[src/rtl/dbg_seq_pkg.sv]
package dbg_seq_pkg;
    localparam logic [3:0] IR_ABORT = 4'h8;
    localparam logic [3:0] IR_DPACC = 4'hA;
    localparam logic [3:0] IR_APACC = 4'hB;

    localparam logic [1:0] DPA_CSR    = 2'b01;
    localparam logic [1:0] DPA_SELECT = 2'b10;
    localparam logic [1:0] DPA_RDBUF  = 2'b11;

    localparam logic [2:0] ACK_WAIT = 3'b001;
    localparam logic [2:0] ACK_OK   = 3'b010;

    localparam int STICKY_ORUN_BIT = 1;
    localparam int STICKY_ERR_BIT  = 5;
    localparam logic [31:0] STICKY_MASK = 32'h0000_0022;

    typedef enum logic [2:0] {
        OP_DP_RD  = 3'd0,
        OP_DP_WR  = 3'd1,
        OP_AP_RD  = 3'd2,
        OP_AP_WR  = 3'd3,
        OP_AP_BLK = 3'd4,
        OP_ABORT  = 3'd5,
        OP_CHECK  = 3'd6
    } op_e;

    typedef enum logic [2:0] {
        ST_OK      = 3'd0,
        ST_BADACK  = 3'd1,
        ST_TIMEOUT = 3'd2,
        ST_STICKY  = 3'd3,
        ST_REINIT  = 3'd4
    } status_e;

    typedef enum logic [3:0] {
        PH_IDLE, PH_SEL, PH_ACC, PH_BLK, PH_RDB,
        PH_CHK_CS, PH_CHK_RDB, PH_CLR, PH_ABORT
    } phase_e;
endpackage

[src/rtl/dbg_bank_cache.sv]
module dbg_bank_cache #(
    parameter int BANK_W = 4
) (
    input  logic              clk,
    input  logic              rst_n,
    input  logic [BANK_W-1:0] look_bank,
    output logic              hit,
    input  logic              upd,
    input  logic [BANK_W-1:0] upd_bank
);
    typedef struct packed {
        logic              valid;
        logic [BANK_W-1:0] bank;
    } cache_t;

    cache_t c_d, c_q;

    always_comb begin
        c_d = c_q;
        if (upd) begin
            c_d.valid = 1'b1;
            c_d.bank  = upd_bank;
        end
    end

    always_ff @(posedge clk or negedge rst_n) begin
        if (!rst_n) c_q <= '0;
        else        c_q <= c_d;
    end

    assign hit = c_q.valid && (c_q.bank == look_bank);


    cache_hit_after_upd_chk: assert property (@(posedge clk) disable iff (!rst_n)
        ($past(upd) && (look_bank == $past(upd_bank))) |-> hit);
endmodule

[src/rtl/dbg_tmo_timer.sv]
module dbg_tmo_timer #(
    parameter int LIMIT = 1000
) (
    input  logic clk,
    input  logic rst_n,
    input  logic clr,
    input  logic run,
    output logic expired
);
    localparam int CW = $clog2(LIMIT + 1);
    localparam logic [CW-1:0] LIM = CW'(LIMIT);

    logic [CW-1:0] cnt_d, cnt_q;

    assign expired = (cnt_q >= LIM);

    always_comb begin
        cnt_d = cnt_q;
        if (clr)                  cnt_d = '0;
        else if (run && !expired) cnt_d = cnt_q + CW'(1);
    end

    always_ff @(posedge clk or negedge rst_n) begin
        if (!rst_n) cnt_q <= '0;
        else        cnt_q <= cnt_d;
    end


    tmo_restart_chk: assert property (@(posedge clk) disable iff (!rst_n)
        clr |=> !expired);
endmodule

[src/rtl/dbg_txn_seq.sv]
module dbg_txn_seq
    import dbg_seq_pkg::*;
#(
    parameter int CNT_W       = 8,
    parameter int IDLE_W      = 8,
    parameter int TIMEOUT_CYC = 1000
) (
    input  logic              clk,
    input  logic              rst_n,
    input  logic [IDLE_W-1:0] cfg_idle_tck,
    input  logic              req_valid,
    output logic              req_ready,
    input  logic [2:0]        req_op,
    input  logic [7:0]        req_addr,
    input  logic [31:0]       req_wdata,
    input  logic [CNT_W-1:0]  req_count,
    input  logic [7:0]        req_apsel,
    output logic              rsp_valid,
    output logic [31:0]       rsp_data,
    output logic [2:0]        rsp_status,
    output logic              rsp_last,
    output logic              scan_valid,
    input  logic              scan_ready,
    output logic [3:0]        scan_ir,
    output logic [1:0]        scan_addr,
    output logic              scan_rnw,
    output logic [31:0]       scan_wdata,
    output logic [IDLE_W-1:0] scan_idle,
    input  logic              scan_rsp_valid,
    input  logic [2:0]        scan_rsp_ack,
    input  logic [31:0]       scan_rsp_rdata
);
    localparam logic [CNT_W-1:0] ONE = CNT_W'(1);

    typedef struct packed {
        phase_e            phase;
        logic              pend;
        op_e               op;
        logic [7:0]        addr;
        logic [31:0]       wdata;
        logic [CNT_W-1:0]  rem;
        logic [7:0]        apsel;
        logic              rsp_valid;
        logic [31:0]       rsp_data;
        status_e           rsp_status;
        logic              rsp_last;
    } seq_t;

    seq_t s_d, s_q;

    logic cache_hit, cache_upd;
    logic tmr_clr, tmr_run, tmr_exp;

    dbg_bank_cache #(.BANK_W(4)) u_cache (
        .clk       (clk),
        .rst_n     (rst_n),
        .look_bank (req_addr[7:4]),
        .hit       (cache_hit),
        .upd       (cache_upd),
        .upd_bank  (s_q.addr[7:4])
    );

    dbg_tmo_timer #(.LIMIT(TIMEOUT_CYC)) u_tmr (
        .clk     (clk),
        .rst_n   (rst_n),
        .clr     (tmr_clr),
        .run     (tmr_run),
        .expired (tmr_exp)
    );

    function automatic logic is_ap(input op_e op);
        return (op == OP_AP_RD) || (op == OP_AP_WR) || (op == OP_AP_BLK);
    endfunction

    function automatic logic mem_data_reg(input logic [7:0] a);
        return (a == 8'h0C) || (a[7:4] == 4'h1);
    endfunction

    assign tmr_run = (s_q.phase == PH_CHK_CS) || (s_q.phase == PH_CHK_RDB);

    // scan request fields follow the registered phase only
    always_comb begin
        scan_ir    = IR_DPACC;
        scan_addr  = DPA_RDBUF;
        scan_rnw   = 1'b1;
        scan_wdata = '0;
        scan_idle  = '0;
        unique case (s_q.phase)
            PH_SEL: begin
                scan_addr  = DPA_SELECT;
                scan_rnw   = 1'b0;
                scan_wdata = {s_q.apsel, 16'h0, s_q.addr[7:4], 4'h0};
            end
            PH_ACC, PH_BLK: begin
                scan_ir   = is_ap(s_q.op) ? IR_APACC : IR_DPACC;
                scan_addr = s_q.addr[3:2];
                scan_rnw  = !((s_q.op == OP_DP_WR) || (s_q.op == OP_AP_WR));
                if (!scan_rnw) scan_wdata = s_q.wdata;
                if (is_ap(s_q.op) && mem_data_reg(s_q.addr)) scan_idle = cfg_idle_tck;
            end
            PH_CHK_CS: scan_addr = DPA_CSR;
            PH_CLR: begin
                scan_addr  = DPA_CSR;
                scan_rnw   = 1'b0;
                scan_wdata = s_q.wdata | STICKY_MASK;
            end
            PH_ABORT: begin
                scan_ir    = IR_ABORT;
                scan_addr  = 2'b00;
                scan_rnw   = 1'b0;
                scan_wdata = 32'h1;
            end
            default: ;
        endcase
    end

    always_comb begin
        s_d           = s_q;
        s_d.rsp_valid = 1'b0;
        cache_upd     = 1'b0;
        tmr_clr       = 1'b0;
        if (s_q.phase == PH_IDLE) begin
            if (req_valid) begin
                s_d.op    = op_e'(req_op);
                s_d.addr  = req_addr;
                s_d.wdata = req_wdata;
                s_d.apsel = req_apsel;
                s_d.rem   = (req_count == '0) ? ONE : req_count;
                s_d.pend  = 1'b0;
                unique case (op_e'(req_op))
                    OP_DP_RD, OP_DP_WR: s_d.phase = PH_ACC;
                    OP_AP_RD, OP_AP_WR, OP_AP_BLK:
                        s_d.phase = cache_hit ? PH_ACC : PH_SEL;
                    OP_ABORT: s_d.phase = PH_ABORT;
                    OP_CHECK: begin
                        s_d.phase = PH_CHK_CS;
                        tmr_clr   = 1'b1;
                    end
                    default: begin
                        s_d.rsp_valid  = 1'b1;
                        s_d.rsp_data   = '0;
                        s_d.rsp_status = ST_OK;
                        s_d.rsp_last   = 1'b1;
                    end
                endcase
            end
        end else if (!s_q.pend) begin
            if (scan_ready) s_d.pend = 1'b1;
        end else if (scan_rsp_valid) begin
            s_d.pend       = 1'b0;
            s_d.rsp_data   = scan_rsp_rdata;
            s_d.rsp_status = ST_OK;
            s_d.rsp_last   = 1'b1;
            unique case (s_q.phase)
                PH_SEL: begin
                    cache_upd = 1'b1;
                    s_d.phase = PH_ACC;
                end
                PH_ACC: begin
                    if ((s_q.op == OP_DP_WR) || (s_q.op == OP_AP_WR)) begin
                        s_d.phase     = PH_IDLE;
                        s_d.rsp_valid = 1'b1;
                        s_d.rsp_data  = '0;
                    end else if (s_q.op == OP_AP_BLK && s_q.rem != ONE) begin
                        s_d.phase = PH_BLK;
                    end else begin
                        s_d.phase = PH_RDB;
                    end
                end
                PH_BLK: begin
                    s_d.rsp_valid = 1'b1;
                    s_d.rsp_last  = 1'b0;
                    s_d.rem       = s_q.rem - ONE;
                    if (s_q.rem - ONE == ONE) s_d.phase = PH_RDB;
                end
                PH_RDB: begin
                    s_d.phase     = PH_IDLE;
                    s_d.rsp_valid = 1'b1;
                end
                PH_CHK_CS: s_d.phase = PH_CHK_RDB;
                PH_CHK_RDB: begin
                    s_d.phase = PH_IDLE;
                    if (scan_rsp_ack == ACK_WAIT) begin
                        if (tmr_exp) begin
                            s_d.rsp_valid  = 1'b1;
                            s_d.rsp_status = ST_TIMEOUT;
                        end else begin
                            s_d.phase = PH_CHK_CS;
                        end
                    end else if (scan_rsp_ack != ACK_OK) begin
                        s_d.rsp_valid  = 1'b1;
                        s_d.rsp_status = ST_BADACK;
                    end else if (scan_rsp_rdata[STICKY_ORUN_BIT] ||
                                 scan_rsp_rdata[STICKY_ERR_BIT]) begin
                        if (scan_rsp_rdata[31:28] != 4'hF) begin
                            s_d.rsp_valid  = 1'b1;
                            s_d.rsp_status = ST_REINIT;
                        end else begin
                            s_d.phase = PH_CLR;
                        end
                    end else begin
                        s_d.rsp_valid = 1'b1;
                    end
                end
                PH_CLR: begin
                    s_d.phase      = PH_IDLE;
                    s_d.rsp_valid  = 1'b1;
                    s_d.rsp_data   = s_q.rsp_data;
                    s_d.rsp_status = ST_STICKY;
                end
                PH_ABORT: begin
                    s_d.phase     = PH_IDLE;
                    s_d.rsp_valid = 1'b1;
                    s_d.rsp_data  = '0;
                end
                default: s_d.phase = PH_IDLE;
            endcase
            if (s_q.phase == PH_CHK_RDB && s_d.phase == PH_CLR)
                s_d.rsp_data = scan_rsp_rdata;
        end
    end

    always_ff @(posedge clk or negedge rst_n) begin
        if (!rst_n) begin
            s_q            <= '0;
            s_q.phase      <= PH_IDLE;
            s_q.op         <= OP_DP_RD;
            s_q.rsp_status <= ST_OK;
        end else begin
            s_q <= s_d;
        end
    end

    assign req_ready  = (s_q.phase == PH_IDLE);
    assign scan_valid = (s_q.phase != PH_IDLE) && !s_q.pend;
    assign rsp_valid  = s_q.rsp_valid;
    assign rsp_data   = s_q.rsp_data;
    assign rsp_status = s_q.rsp_status;
    assign rsp_last   = s_q.rsp_last;


    scan_hold_chk: assert property (@(posedge clk) disable iff (!rst_n)
        (scan_valid && !scan_ready) |=> (scan_valid && $stable(scan_ir) &&
        $stable(scan_addr) && $stable(scan_rnw) && $stable(scan_wdata)));


    abort_data_chk: assert property (@(posedge clk) disable iff (!rst_n)
        (scan_valid && scan_ir == IR_ABORT) |-> (scan_wdata == 32'h1 && !scan_rnw));


    idle_ap_only_chk: assert property (@(posedge clk) disable iff (!rst_n)
        (scan_valid && scan_idle != '0) |-> (scan_ir == IR_APACC));


    last_rsp_idle_chk: assert property (@(posedge clk) disable iff (!rst_n)
        (rsp_valid && rsp_last) |-> req_ready);
endmodule

[config.mk]
export PLATFORM = sky130hd
export DESIGN_NAME = dbg_txn_seq
export DESIGN_NICKNAME = d
export VERILOG_FILES = /design/src/rtl/dbg_seq_pkg.sv /design/src/rtl/dbg_bank_cache.sv /design/src/rtl/dbg_tmo_timer.sv /design/src/rtl/dbg_txn_seq.sv
export SDC_FILE = /design/constraint.sdc
export NUM_CORES = 1
export LEC_CHECK = 0
export BUFFER_PORTS_ARGS = -buffer_cell sky130_fd_sc_hd__clkbuf_2
export CORE_AREA = 4 4 112 114
export CTS_CLUSTER_SIZE = 8
export DETAILED_ROUTE_END_ITERATION = 10
export DIE_AREA = 0 0 116 118
export GPL_ROUTABILITY_DRIVEN = 0
export PLACE_DENSITY_LB_ADDON = 0.3
export SETUP_SLACK_MARGIN = 0.2
export SLEW_MARGIN = 20
export SYNTH_ARGS = -nofsm -noshare
export SYNTH_HDL_FRONTEND = slang
export SYNTH_SLANG_ARGS = --single-unit
[constraint.sdc]
create_clock -name clk -period 3.1 [get_ports clk]
set_input_delay 0.31 -clock clk [delete_from_list [all_inputs] [get_ports clk]]
set_output_delay 0.31 -clock clk [all_outputs]
set_load 0.005 [all_outputs]
==> impl_results.md <==
- Status: finished with violations
- Violations in the final reports: negative hold slack
- Number of global-route vias before repair: roughly 4800
- Critical Path AT: around 3000 ps
- Layout fillers: around 950
- Nets: slightly below 900
- Startpoint Class: flip-flop
- Via count: approximately 5000
- CP bufs+invs: 1
- Final Hold Fails: 20
- Initial Utilization: 0.507
- Worst Path Max Fanout: 33
- Ant. Diodes: 0
- Top cell type's share of synthesized area: 0.501
- DRC violations left: 0
- Worst path max stage delay: 630 ps
- Die extent in y: 118 µm
- First-pass GRT wire length: 23.5 mm
- WP depth: 6
- Final setup viols: 0
- Required time of the critical path: 3390 ps
- Worst slew pin tran: 1010 ps
- Worst hold-check path type: input port to async pin
- Worst rel slew slack: 0.325
- Yosys cell types: 59
- Post-route antenna net violation count: 0
- Pwr/cell area: 1000 nW/µm²
- HPWL Detailed: 10.4 mm
- Iter 0 DRT Violations: 262
- Max Slew Vio Count: 0
- Worst-path cell chain: or4_1 > inv_2 > nand2_2 > or2_0 > a21o_1 > a22o_1
- Total core area: 11400 µm²
- Layout area overhead: 25.1%
- Post-synth EDFFs: 0
- Crit path max-delay family: simple AND/OR/NAND/NOR gates
- Yosys warning total: 0
- Cell count after synthesis: 628
- FMAX: about 370 MHz
- Final Skew: 7.26 ps
- Hold buffer count at cts: 0
- Largest net degree at the start of global routing: between 60 and 70
- R2r endpoint: rsp_data[9]
- Maximum clock insertion buffer count: 2
- Crit. End Element: flip-flop
- Synthesized area: around 5800 µm²
- Maximum VDD drop: approximately 570 µV
- Fin crit period: 2730 ps
- Ranking of synthesized cells by area: dfrtp_1 50%, nand2_1 11%, a22o_1 6.4%, buf_4 4.8%, and2_1 2.9%
- First drt pass iteration count: 5
- RSZ-0062 raised after global routing: no
- Multi-input gate area: 2450 µm²
- Number of synthesized register bits: 116
- CTS tree: yes
- FF-to-FF Start: s_q[97]
- P_leak: 3.83 nW
- R2r setup slk: 370 ps
- Mean routed wirelength per cell: 15.7 µm
- Max-Cap Viols: 0
- Setup tns final: 0 ps
- Fin cells: 932
- Seq/Total Area, Yosys: 0.501
- Worst skew pair latency: 410 ps
- Syn Area/Cell: ~9 µm²
- Most frequent cells in the layout: 189 x clkbuf_2, 171 x nand2_1, 116 x dfrtp_1
- Global Route Usage Sum: 0.213
- Global route overflow: 0
- Most common cell after layout, fill and taps aside: clkbuf_2
- Rows: 39
- Die width: between 100 and 150 µm
- Ys async rst share: 1.00
- I/O Buffers: 190
- Sink Count: 116
- Hold_ws: -31.4 ps
- Vias per cell: 5.36
- Cells on worst reg2reg path: 6
- Root Driver: clkbuf_16
- Share of layout cells above drive strength 1: 0.302
- Post-placement cell count: 899
- Number of placed I/O pins: 193
- Total CTS buffers: 17
- Yosys top cell by area: dfrtp_1
- Crit share post-route: 0.882
- Clock-pin slew on the worst setup and hold paths: 50 ps
- Syn_nets: between 700 and 800
- DIE AREA: 13700 µm²
- CTS H-tree depth: 4
- CP max stage cell: or4_1
- Routed WL: 14.6 mm
- Kind of critical path: flip-flop to flip-flop
- Initial antenna violation count: 0
- FF/Latch Area: between 2000 and 3000 µm²
- Synth Flop Type: dfrtp_1
## stage by stage
stage / instance area (µm²) / hold WS, ps / worst slack [ps] / utilization / power, mW
6_report: 7250 / -31.4 / 367 / 0.635 / 7.28
5_1_grt: 7250 / 27.7 / 205 / 0.635 / 7.80
4_1_cts: 7230 / 1.29 / 276 / 0.633 / 7.30
3_5_place_dp: 6600 / 444 / 398 / 0.578 / 5.20
3_3_place_gp: 6600 / 431 / 488 / 0.578 / 5.10
2_1_floorplan: 5790 / 14.4 / 721 / - / 4.49
## final cells by class
class,count,share of cell area
inverters,10,0.00518
multi-input cells,431,0.338
clock buffers,20,0.0616
well taps,143,0.0247
repair buffers,200,0.145
clock inverters,12,0.0249
flip-flops and latches,116,0.401
## synthesized netlist by cell type (all sizes together) (6+ instances only)
cell    count
o21ai      18
nand2     172
nor3        9
inv        10
clkbuf     27
a21oi      11
buf        44
xnor2       6
nor2       32
nand2b      9
dfrtp     116
a22o       43
xor2       10
a221o       7
and3        7
nand3      13
and2       27
## state kept, by name (all words and copies together), names as in the netlist
signal and flops:
u_cache.c_q 5, s_q 64, rsp_data 32, rsp_status 3
rsp_last 1, rsp_valid 1, u_tmr.cnt_q 10
## kinds of logic (layout without fill, tap and decap cells)
logic type                 after synthesis  in the layout  synth area share
and+or+nand+nor                        296            296             0.232
DFF                                    116            116             0.501
AOI/OAI and AO/OA                      107            107             0.141
buffers and inverters                   81            242            0.0797
xor gates and xnor gates                16             16            0.0242
adders and majority gates                5              5            0.0108
muxes                                    5              5           0.00951
other                                    2              2           0.00130
## worst max path at each step
stage          slack, ps             to     start
6_report             370    rsp_data[9]   s_q[97]
2_1_floorplan        720        s_q[97]   s_q[48]
3_3_place_gp         490   rsp_data[13]   s_q[97]
3_5_place_dp         400   rsp_data[27]   s_q[97]
4_1_cts              280  scan_wdata[7]  s_q[100]
5_1_grt              210   rsp_data[30]   s_q[97]
## where the power goes
part | internal, mW | leakage (nW) | switching (mW) | total (mW)
sequential | 2.20 | 1.46 | 0.524 | 2.72
combinational | 1.11 | 2.07 | 1.37 | 2.48
clock | 1.37 | 0.300 | 0.712 | 2.08
## per-layer routing
| metal | vias up | global-route usage | share of wire |
|---|---|---|---|
| met4 | 0 | 0.0812 | 0.017 |
| met5 | - | 0 | 0 |
| met3 | 26 | 0.0730 | 0.094 |
| met2 | 229 | 0.325 | 0.46 |
| li1 | 2403 | - | - |
| met1 | 2337 | 0.279 | 0.43 |
## timing repair
action | 4_1_cts | 5_1_grt
gates resized for setup | 0 | 1
setup buffers | 0 | 1
endpoints found under the setup margin | 0 | 22
No activity file was read; power rests on OpenSTA's default activity.
